<file path="config.mk">
export PLATFORM = sky130hd
export DESIGN_NAME = trig_spill_ctrl
export DESIGN_NICKNAME = d
export VERILOG_FILES = /design/src/rtl/tsc_pkg.sv /design/src/rtl/tsc_regs.sv /design/src/rtl/tsc_spill_gen.sv /design/src/rtl/tsc_test_pulser.sv /design/src/rtl/trig_spill_ctrl.sv
export SDC_FILE = /design/constraint.sdc
export NUM_CORES = 2
export LEC_CHECK = 0
export BUFFER_PORTS_ARGS = -buffer_cell sky130_fd_sc_hd__buf_2
export CORE_MARGIN = 5
export CORE_UTILIZATION = 30
export CTS_BUF_LIST = sky130_fd_sc_hd__clkbuf_4
export DETAILED_ROUTE_END_ITERATION = 10
export MAX_ROUTING_LAYER = met4
export SLEW_MARGIN = 20
export SYNTH_ARGS = -nofsm -noshare
export SYNTH_HDL_FRONTEND = slang
export SYNTH_SLANG_ARGS = --single-unit
</file>
<file path="constraint.sdc">
create_clock -name clk -period 19.8 [get_ports clk]
set_input_delay 3.96 -clock clk [delete_from_list [all_inputs] [get_ports clk]]
set_output_delay 3.96 -clock clk [all_outputs]
set_load 0.01 [all_outputs]
</file>
<file path="src/rtl/tsc_pkg.sv">
package tsc_pkg;
  localparam int A_CTRL = 0;
  localparam int A_FREQ = 1;
  localparam int A_LEN  = 2;
  localparam int A_GAP  = 3;
  localparam int A_DLY  = 4;

  localparam int CB_SW_TRIG   = 0;
  localparam int CB_SRC_FM    = 1;
  localparam int CB_TINH_CLR  = 2;
  localparam int CB_TINH_EN   = 3;
  localparam int CB_SINH_CLR  = 5;
  localparam int CB_SINH_EN   = 6;
  localparam int CB_PULSER_EN = 8;
  localparam int CB_ONE_SHOT  = 9;

  typedef struct packed {
    logic src_fm;
    logic tinh_en;
    logic sinh_en;
    logic pulser_en;
    logic one_shot;
  } cfg_t;

  typedef enum logic [1:0] {SG_IDLE, SG_ON, SG_GAP, SG_DONE} sg_state_t;
endpackage

</file>
<file path="src/rtl/tsc_regs.sv">
module tsc_regs
  import tsc_pkg::*;
#(
  parameter int ADDR_W = 3,
  parameter int DATA_W = 32,
  parameter int FREQ_W = 32,
  parameter int SEC_W  = 16,
  parameter int DLY_W  = 8
) (
  input  logic              clk,
  input  logic              rst_n,
  input  logic              wr_en,
  input  logic [ADDR_W-1:0] addr,
  input  logic [DATA_W-1:0] wdata,
  output cfg_t              cfg,
  output logic [FREQ_W-1:0] freq,
  output logic [SEC_W-1:0]  len_s,
  output logic [SEC_W-1:0]  gap_s,
  output logic [DLY_W-1:0]  dly,
  output logic              sw_trig,
  output logic              tinh_clr,
  output logic              sinh_clr
);
  logic ctl_wr;
  logic unused_data;

  assign ctl_wr      = wr_en && (addr == ADDR_W'(A_CTRL));
  assign unused_data = ^wdata;

  always_ff @(posedge clk) begin
    if (!rst_n) begin
      cfg      <= '0;
      freq     <= '0;
      len_s    <= '0;
      gap_s    <= '0;
      dly      <= '0;
      sw_trig  <= 1'b0;
      tinh_clr <= 1'b0;
      sinh_clr <= 1'b0;
    end else begin
      // strobes live for one cycle only
      sw_trig  <= ctl_wr && wdata[CB_SW_TRIG];
      tinh_clr <= ctl_wr && wdata[CB_TINH_CLR];
      sinh_clr <= ctl_wr && wdata[CB_SINH_CLR];
      if (ctl_wr) begin
        cfg.src_fm    <= wdata[CB_SRC_FM];
        cfg.tinh_en   <= wdata[CB_TINH_EN];
        cfg.sinh_en   <= wdata[CB_SINH_EN];
        cfg.pulser_en <= wdata[CB_PULSER_EN];
        cfg.one_shot  <= wdata[CB_ONE_SHOT];
      end
      if (wr_en && addr == ADDR_W'(A_FREQ)) freq  <= wdata[FREQ_W-1:0];
      if (wr_en && addr == ADDR_W'(A_LEN))  len_s <= wdata[SEC_W-1:0];
      if (wr_en && addr == ADDR_W'(A_GAP))  gap_s <= wdata[SEC_W-1:0];
      if (wr_en && addr == ADDR_W'(A_DLY))  dly   <= wdata[DLY_W-1:0];
    end
  end
endmodule

</file>
<file path="src/rtl/tsc_spill_gen.sv">
module tsc_spill_gen
  import tsc_pkg::*;
#(
  parameter int SEC_W         = 16,
  parameter int TICKS_PER_SEC = 159235669
) (
  input  logic             clk,
  input  logic             rst_n,
  input  logic             en,
  input  logic             one_shot,
  input  logic [SEC_W-1:0] len_s,
  input  logic [SEC_W-1:0] gap_s,
  output logic             gate
);
  localparam int TPS_W = $clog2(TICKS_PER_SEC + 1);
  localparam int CNT_W = SEC_W + TPS_W;

  sg_state_t        st;
  logic [CNT_W-1:0] cnt;

  // cycles-1 for a span of whole seconds, at least one cycle
  function automatic logic [CNT_W-1:0] span(input logic [SEC_W-1:0] s);
    logic [CNT_W-1:0] p;
    p = CNT_W'(s) * CNT_W'(TICKS_PER_SEC);
    return (p == '0) ? '0 : p - CNT_W'(1);
  endfunction

  always_ff @(posedge clk) begin
    if (!rst_n) begin
      st  <= SG_IDLE;
      cnt <= '0;
    end else begin
      unique case (st)
        SG_IDLE: if (en) begin
          st  <= SG_ON;
          cnt <= span(len_s);
        end
        SG_ON: begin
          if (!en) st <= SG_IDLE;
          else if (cnt == '0) begin
            if (one_shot) st <= SG_DONE;
            else begin
              st  <= SG_GAP;
              cnt <= span(gap_s);
            end
          end else cnt <= cnt - CNT_W'(1);
        end
        SG_GAP: begin
          if (!en) st <= SG_IDLE;
          else if (cnt == '0) begin
            st  <= SG_ON;
            cnt <= span(len_s);
          end else cnt <= cnt - CNT_W'(1);
        end
        SG_DONE: if (!en) st <= SG_IDLE;
        default: st <= SG_IDLE;
      endcase
    end
  end

  assign gate = (st == SG_ON);

  // single spill mode never restarts while still enabled
  assert_oneshot_hold_R7: assert property (@(posedge clk) disable iff (!rst_n)
    (st == SG_DONE && en) |=> (st == SG_DONE));
endmodule

</file>
<file path="src/rtl/tsc_test_pulser.sv">
module tsc_test_pulser #(
  parameter int FREQ_W = 32,
  parameter int DLY_W  = 8
) (
  input  logic              clk,
  input  logic              rst_n,
  input  logic              run,
  input  logic [FREQ_W-1:0] freq,
  input  logic [DLY_W-1:0]  dly,
  output logic              fire
);
  logic [FREQ_W-1:0] acc;
  logic [FREQ_W:0]   sum;
  logic              carry;
  logic              busy;
  logic [DLY_W-1:0]  dcnt;

  assign sum   = {1'b0, acc} + {1'b0, freq};
  assign carry = run && sum[FREQ_W];
  assign fire  = run && busy && (dcnt == '0);

  always_ff @(posedge clk) begin
    if (!rst_n) begin
      acc  <= '0;
      busy <= 1'b0;
      dcnt <= '0;
    end else begin
      acc <= run ? sum[FREQ_W-1:0] : '0;
      if (!run) busy <= 1'b0;
      else if (carry && (!busy || fire)) begin
        busy <= 1'b1;
        dcnt <= dly;
      end else if (fire) busy <= 1'b0;
      else if (busy) dcnt <= dcnt - DLY_W'(1);
    end
  end
endmodule

</file>
<file path="src/rtl/trig_spill_ctrl.sv">
module trig_spill_ctrl
  import tsc_pkg::*;
#(
  parameter int ADDR_W        = 3,
  parameter int DATA_W        = 32,
  parameter int FREQ_W        = 32,
  parameter int SEC_W         = 16,
  parameter int DLY_W         = 8,
  parameter int SPILL_CNT_W   = 16,
  parameter int TRIG_CNT_W    = 32,
  parameter int TICKS_PER_SEC = 159235669
) (
  input  logic                   clk,
  input  logic                   rst_n,
  input  logic                   trig_pulse_i,
  input  logic                   trig_fm_flag_i,
  input  logic                   ext_spill_gate_i,
  input  logic                   reg_wr_i,
  input  logic [ADDR_W-1:0]      reg_addr_i,
  input  logic [DATA_W-1:0]      reg_wdata_i,
  output logic                   trig_o,
  output logic                   spill_gate_o,
  output logic                   spill_end_o,
  output logic [SPILL_CNT_W-1:0] spill_count_o,
  output logic [TRIG_CNT_W-1:0]  spill_trig_count_o,
  output logic                   trig_inhibit_o,
  output logic                   spill_inhibit_o
);
  cfg_t              cfg;
  logic [FREQ_W-1:0] freq;
  logic [SEC_W-1:0]  len_s, gap_s;
  logic [DLY_W-1:0]  dly;
  logic              sw_trig, tinh_clr, sinh_clr;
  logic              gen_gate, test_fire;
  logic              pulse_prev, ext_evt, accept;
  logic              gate_nx, spill_start, spill_end_now;
  logic              sinh_pend, sinh_clr_now;

  tsc_regs #(.ADDR_W(ADDR_W), .DATA_W(DATA_W), .FREQ_W(FREQ_W),
             .SEC_W(SEC_W), .DLY_W(DLY_W)) u_regs (
    .clk(clk), .rst_n(rst_n), .wr_en(reg_wr_i), .addr(reg_addr_i),
    .wdata(reg_wdata_i), .cfg(cfg), .freq(freq), .len_s(len_s),
    .gap_s(gap_s), .dly(dly), .sw_trig(sw_trig), .tinh_clr(tinh_clr),
    .sinh_clr(sinh_clr));

  tsc_spill_gen #(.SEC_W(SEC_W), .TICKS_PER_SEC(TICKS_PER_SEC)) u_gen (
    .clk(clk), .rst_n(rst_n), .en(cfg.pulser_en), .one_shot(cfg.one_shot),
    .len_s(len_s), .gap_s(gap_s), .gate(gen_gate));

  tsc_test_pulser #(.FREQ_W(FREQ_W), .DLY_W(DLY_W)) u_pulser (
    .clk(clk), .rst_n(rst_n), .run(gen_gate), .freq(freq), .dly(dly),
    .fire(test_fire));

  // source selection: pulse edge or decoded FM flag
  assign ext_evt = cfg.src_fm ? trig_fm_flag_i : (trig_pulse_i && !pulse_prev);
  assign accept  = (sw_trig || ext_evt || test_fire) &&
                   !trig_inhibit_o && !spill_inhibit_o;

  assign gate_nx       = cfg.pulser_en ? gen_gate : ext_spill_gate_i;
  assign spill_start   = gate_nx && !spill_gate_o;
  assign spill_end_now = spill_gate_o && !gate_nx;
  assign sinh_clr_now  = sinh_pend && !spill_gate_o;

  always_ff @(posedge clk) begin
    if (!rst_n) begin
      pulse_prev         <= 1'b0;
      trig_o             <= 1'b0;
      spill_gate_o       <= 1'b0;
      spill_end_o        <= 1'b0;
      spill_count_o      <= '0;
      spill_trig_count_o <= '0;
      trig_inhibit_o     <= 1'b0;
      spill_inhibit_o    <= 1'b0;
      sinh_pend          <= 1'b0;
    end else begin
      pulse_prev   <= trig_pulse_i;
      trig_o       <= accept;
      spill_gate_o <= gate_nx;
      spill_end_o  <= spill_end_now;

      if (spill_start) begin
        spill_count_o      <= spill_count_o + SPILL_CNT_W'(1);
        spill_trig_count_o <= accept ? TRIG_CNT_W'(1) : '0;
      end else if (gate_nx && accept)
        spill_trig_count_o <= spill_trig_count_o + TRIG_CNT_W'(1);

      if (tinh_clr) trig_inhibit_o <= 1'b0;
      else if (accept && cfg.tinh_en) trig_inhibit_o <= 1'b1;

      // the clear waits for a closed gate
      if (spill_end_now && cfg.sinh_en) spill_inhibit_o <= 1'b1;
      else if (sinh_clr_now) spill_inhibit_o <= 1'b0;

      if (sinh_clr) sinh_pend <= 1'b1;
      else if (sinh_clr_now) sinh_pend <= 1'b0;
    end
  end

  assert_tinh_blocks_R4: assert property (@(posedge clk) disable iff (!rst_n)
    trig_inhibit_o |=> !trig_o);
  assert_sinh_blocks_R5: assert property (@(posedge clk) disable iff (!rst_n)
    spill_inhibit_o |=> !trig_o);
  assert_clear_deferred_R6: assert property (@(posedge clk) disable iff (!rst_n)
    $fell(spill_inhibit_o) |-> !$past(spill_gate_o));
  assert_count_on_start_R11: assert property (@(posedge clk) disable iff (!rst_n)
    (spill_count_o != $past(spill_count_o)) |-> $rose(spill_gate_o));
  assert_end_pulse_R12: assert property (@(posedge clk) disable iff (!rst_n)
    spill_end_o |-> (!spill_gate_o && $past(spill_gate_o)));
endmodule

</file>
## Word-level counts from Yosys, hierarchy flattened

Index checks and enable logic that the tools add are counted.
Widths: inputs -> output; s select.

- Register bits: 222
- Word-level logic and storage cells: 128
- Bits of input ports: 41

- Multiplexer cells: 30
- Multiply operators: 2
- Add/sub/neg operators: 7
- Reduce and logical (&&, ||, !) cells: 47
- Equal/unequal tests: 15
- Bitwise gates (word level): 1

Operators with widths:

| cell | number |
|---|---|
| $mux 44 | 8 |
| $logic_not 44->1 | 3 |
| $pmux 44 s3 | 1 |
| $sub 44x1->44 const B | 3 |
| $mul 16x28->44 const B | 2 |
| $mux 32 | 2 |
| $add 32x32->33 | 1 |
| $add 32x1->32 const B | 1 |
| $mux 8 | 3 |
| $logic_and 1x1->1 | 21 |
| $add 16x1->16 const B | 1 |
| $mux 2 | 6 |
| $reduce_bool 2->1 | 5 |
| $mux 1 | 9 |
| $logic_not 8->1 | 1 |
| $pmux 2 s4 | 1 |
| $sub 8x1->8 const B | 1 |
| $eq 3x2->1 const B | 2 |
| $logic_not 1->1 | 6 |
| $ne 2x2->1 const B | 3 |
| $ne 3x2->1 const B | 2 |
| $reduce_and 5->1 | 1 |
| $eq 2x2->1 const B | 2 |
| $ne 2x1->1 const B | 2 |
| 13 further kinds | 15 |

## Depth between registers and ports, before layout

- Depth in word-level cells: 10
- Gate-level depth with buffers: 28
- Depth with buffers taken out: 25

## Hierarchy

Synthesis repeated with hierarchy kept, for this count alone.

- Cells, all modules: 3541
- Area, all modules: 30651.9 um^2

Modules (own cells, without submodules):

| module | area an instance (um^2) | times used | seq. area each (um^2) | cells each |
|---|---|---|---|---|
| tsc_spill_gen | 21907.3 | 1 | 920.9 | 2557 |
| tsc_test_pulser | 3032.9 | 1 | 820.8 | 358 |
| tsc_regs | 2977.9 | 1 | 1601.5 | 297 |
| trig_spill_ctrl | 2733.9 | 1 | 1101.1 | 329 |

## Least setup slack after synthesis

No wires, ideal clock.

- Kind: register -> register
- From: reg u_regs.len_s[5]
- To: reg u_gen.cnt[35]
- Library setup time: 0.134 ns
- Path buffers: 2
- Stages on the path, launching flop included: 25
- Arrival: 6.974 ns
- Path slack: 12.692 ns
- Required time: 19.666 ns
- Cell sequence: dfxtp_1 > fa_1 > fa_1 > inv_1 > fa_1 > inv_1 > fa_1 > inv_1 > fa_1 > inv_1 > fa_1 > ha_1 > clkbuf_1 > a21o_1 > or2_2 > or3_1 > a2111oi_2 > o211ai_1 > nor4_2 > nand4_1 > nor4_4 > buf_2 > nor2_1 > a2111oi_0 > nor4_1

- Longest elaborated chain between the ends: 6
- Elaborated cells on any way between the ends: 8

RTL lines:

| item | RTL line | RTL |
|---|---|---|
| start: declaration | tsc_regs.sv:17 | `output logic [SEC_W-1:0] len_s,` |
| start signal: assignment | tsc_regs.sv:53 | `if (wr_en && addr == ADDR_W'(A_LEN)) len_s <= wdata[SEC_W-1:0];` |
| $mul 16x28->44 * | tsc_spill_gen.sv:24 | `p = CNT_W'(s) * CNT_W'(TICKS_PER_SEC);` |
| $sub 44x1->44 or $logic_not 44->1 (tied branches) | tsc_spill_gen.sv:25 | `return (p == '0) ? '0 : p - CNT_W'(1);` |
| $mux 44 * | tsc_spill_gen.sv:25 |  |
| $mux 44 | tsc_spill_gen.sv:50 | `else if (cnt == '0) begin` |
| $mux 44 | tsc_spill_gen.sv:49 | `if (!en) st <= SG_IDLE;` |
| $pmux 44 s3 * | tsc_spill_gen.sv:33 | `unique case (st)` |
| end signal: assignment | tsc_spill_gen.sv:36 | `cnt <= span(len_s);` |
| end signal: assignment | tsc_spill_gen.sv:52 | `cnt <= span(len_s);` |
| end signal: assignment | tsc_spill_gen.sv:53 | `end else cnt <= cnt - CNT_W'(1);` |
| end: declaration | tsc_spill_gen.sv:19 | `logic [CNT_W-1:0] cnt;` |

Mark *: on every way between the ends. The rest lies on a longest branch, timed or not. The select of a mux whose other input is x is not followed.
A chain may end at the register's enable or synchronous reset.

## Final worst setup path

- From: reg u_regs.gap_s[2]
- To: reg u_gen.cnt[28]

- Longest elaborated chain between the ends: 7
- Elaborated cells on any way between the ends: 8

RTL lines:

| item | RTL line | RTL |
|---|---|---|
| start: declaration | tsc_regs.sv:18 | `output logic [SEC_W-1:0] gap_s,` |
| start signal: assignment | tsc_regs.sv:54 | `if (wr_en && addr == ADDR_W'(A_GAP)) gap_s <= wdata[SEC_W-1:0];` |
| $mul 16x28->44 * | tsc_spill_gen.sv:24 |  |
| $sub 44x1->44 or $logic_not 44->1 (tied branches) | tsc_spill_gen.sv:25 |  |
| $mux 44 * | tsc_spill_gen.sv:25 |  |
| $mux 44 * | tsc_spill_gen.sv:41 | `if (one_shot) st <= SG_DONE;` |
| $mux 44 * | tsc_spill_gen.sv:40 | `else if (cnt == '0) begin` |
| $mux 44 * | tsc_spill_gen.sv:39 | `if (!en) st <= SG_IDLE;` |
| $pmux 44 s3 * | tsc_spill_gen.sv:33 |  |
| end signal: assignment | tsc_spill_gen.sv:36 |  |
| end signal: assignment | tsc_spill_gen.sv:44 | `cnt <= span(gap_s);` |
| end signal: assignment | tsc_spill_gen.sv:46 | `end else cnt <= cnt - CNT_W'(1);` |

Marks and branches as above.

==> impl_metrics.ini <==
[status]
status = completed

[cells_and_area]
area_growth_pct = 9.02
mostFrequentLayoutCells = inv_1, ha_1, fa_1
fillers = 10400
final_cell_area_sq_um = 32300
drive_gt1_share_pct = 8.04
final_common_cell = inv_1
nets = 4273

[placement]
place.gp.congestion = 0.947
dpl-instance-area_sq_um = 31500
place_worst_setup_slack_ns = 11.35
hpwl_um = 71000
portBuffers = 93

[worst_setup_path]
crit_top_cell = fa_1
endpoint_kind = flop
worstSetupPathType = flop to flop
startpoint_type = flop
worst_path_largest_cell_delay_ns = 0.80
crit_fanout = 21
slowest_stage = dfxtp_1
cp.arrival_ns = 9.21
cp.required_ns = 20.47
path_cells = fa_1 -> ha_1 -> fa_1 -> inv_1 -> fa_1 -> inv_1 -> fa_1 -> fa_1 -> ha_1 -> a21oi_1 -> o21ai_0 -> a21oi_1 -> o21ai_1 -> o21a_1 -> xnor2_1 -> nor4b_2 -> nand4_1 -> o31ai_2 -> buf_4 -> nor2_1 -> buf_4 -> a22o_1 -> o221a_2

[synth]
synth_warnings = 0
synthCells = 3485
synthTopCellsByArea = fa_1, dfxtp_1, ha_1
syn_area_sq_um = 29700
async_flop_share_pct = 0
yosysSeqAreaShare_pct = 15.0
synth_seq_cells = 222
synth_nets = 4211
avgSynthCellArea_sq_um = 8.51
synth-main-ff-cell = dfxtp_1
synth_edf_count = 0
yosysTopAreaCellShare_pct = 23.0
yosys.area.top_type = fa_1
synth_cell_type_count = 94

[timing]
fmax_mhz = 117
fin_crit_sh_pct = 43.2
worst_slew_pin_slew_ns = 0.954
hold_violations = 0
rsz0062_at_grt = false
slew_violations = 0
setup_violations = 0
fin_ws_ns = 11.25
fin_skew_ns = 0.0674
slew_headroom_pct = 34.7
tns_ns = 0
period_needed_ns = 8.55

[floorplanning]
rows = 115
ioPinCount = 94
core_sq_um = 98300
floorplan.initialDensity_pct = 30.2
fp.dieH_um = 324
die_x_um = 324
die_area_sq_um = 105000

[detailed_routing]
drt-initial-drc-count = 2078
routedWlPerCell_um = 18.0
viasPerCell = 5.20
drt_pass1_iterations = 7
drcViolationCount = 0
ant_nets = 0
wl_um = 87900
via_count = 25400

[global_route]
grt_max_degree = 63
grt_pass1_vias = 24700
grt.total_usage_pct = 16.7
overflow = 0
grt_pass1_wl_um = 140000
antenna_found_initial = 4

[power_and_ir_drop]
leakage_nw = 15.8
power_density_nw_per_um2 = 53.2
peakVddDrop_mv = 0.0343

[clocking]
clkTransAtPathRegs_ns = 0.07
postCtsSetupBuffers = 0
root_buffer = clkbuf_4
ctsHoldBuffers = 0
clk_path_buf_depth = 3
cts_sinks = 222
clk_latency_ns = 0.77
post_cts.resized_instances = 0
tritoncts = done
h-tree-depth = 3
cts_made_buffers = 67

[hold_path]
worstHoldPathType = flop to flop

[run]
cap_violations = 0
==> critical path, delay by kind of cell, from the launching register on <==
| family | cells | cell delay [ns] |
|---|---|---|
| xor gates and xnor gates | 1 | 0.23 |
| buffers and inverters | 4 | 0.63 |
| and+or+nand+nor | 3 | 0.92 |
| adders and majority gates | 7 | 3.46 |
| DFF | 1 | 0.80 |
| AOI/OAI and AO/OA | 8 | 2.35 |
==> synth_stat cells, types with 28 or more instances <==
library cell,count
inv_1,388
ha_1,344
fa_1,341
nand2_1,337
a21oi_1,265
nor2_1,235
dfxtp_1,222
o21ai_0,143
clkbuf_1,112
xor2_1,108
xnor2_1,104
nand3_1,88
nor3_1,88
a21o_1,64
and3_1,50
nand4_1,46
or3_1,46
a31oi_1,37
and2_1,29
nand2b_1,28
==> metal layers <==
metal / up-vias / wire [um] / GRT usage, %
li1: 12200 / - / -
met1: 12300 / 41700 / 23.4
met2: 774 / 39400 / 25.8
met3: 146 / 4590 / 2.02
met4: 0 / 2230 / 4.26
met5: - / 0 / -
==> final cells by class <==
type                    count  area (sq um)  share of cell area [%]
flip-flops and latches    222          4440                    13.7
well taps                1287          1610                    4.98
repair buffers            117           646                    2.00
clock inverters            17           115                   0.356
inverters                 389          1460                    4.52
diodes                      4          10.0                  0.0310
clock buffers              99           743                    2.30
multi-input cells        2750         23300                    72.1
==> sequential cells by signal (all words and copies together), names as in the netlist <==
signal              cells
u_regs.dly              8
u_gen.st                2
u_regs.gap_s           16
u_regs.cfg              5
u_regs.sinh_clr         1
u_regs.freq            32
spill_end_o             1
u_pulser.acc           32
u_regs.len_s           16
pulse_prev              1
trig_inhibit_o          1
trig_o                  1
u_regs.sw_trig          1
u_gen.cnt              44
spill_trig_count_o     32
u_regs.tinh_clr         1
u_pulser.dcnt           8
spill_count_o          16
sinh_pend               1
spill_inhibit_o         1
spill_gate_o            1
u_pulser.busy           1
==> through the flow <==
| step | util [%] | power [mW] | std cells | hold WS, ns |
|---|---|---|---|---|
| after global placement | 32.0 | 1.24 | 4765 | 0.381 |
| after global routing | 32.9 | 1.84 | 4885 | 0.425 |
| after detailed placement | 32.0 | 1.25 | 4765 | 0.380 |
| after CTS | 32.9 | 1.72 | 4881 | 0.390 |
| after floorplan | - | 1.05 | 3485 | 0.376 |
| final | 32.9 | 1.72 | 4885 | 0.393 |
==> power by group <==
group / switching, mW / internal (mW) / total [mW]
registers: 0.0258 / 0.466 / 0.492
logic: 0.487 / 0.275 / 0.762
clock network: 0.221 / 0.243 / 0.465
==> worst paths after layout <==
kind | from | endpoint | slack [ns] | cells past startpoint
worst min register to register | u_regs.tinh_clr | trig_inhibit_o | 0.39 | 1
worst max-delay path | u_regs.gap_s[2] | u_gen.cnt[28] | 11.25 | 23
worst max register to register | u_regs.gap_s[2] | u_gen.cnt[28] | 11.25 | 23
worst min-delay path | u_regs.tinh_clr | trig_inhibit_o | 0.39 | 1
==> cell families (layout without fill, tap and decap cells) <==
kind of cell	after synthesis	in the layout	synth area share, %
AND/OR/NAND/NOR	1099	1099	18.4
AO/OA/AOI/OAI	738	738	15.7
adder cells (fa/ha/maj)	685	685	37.5
buffers and inverters	513	622	6.54
flip-flops	222	222	15.0
XOR/XNOR	213	213	6.32
multiplexers	15	15	0.519
other	0	4	0
(Power assumes the default switching activity.)
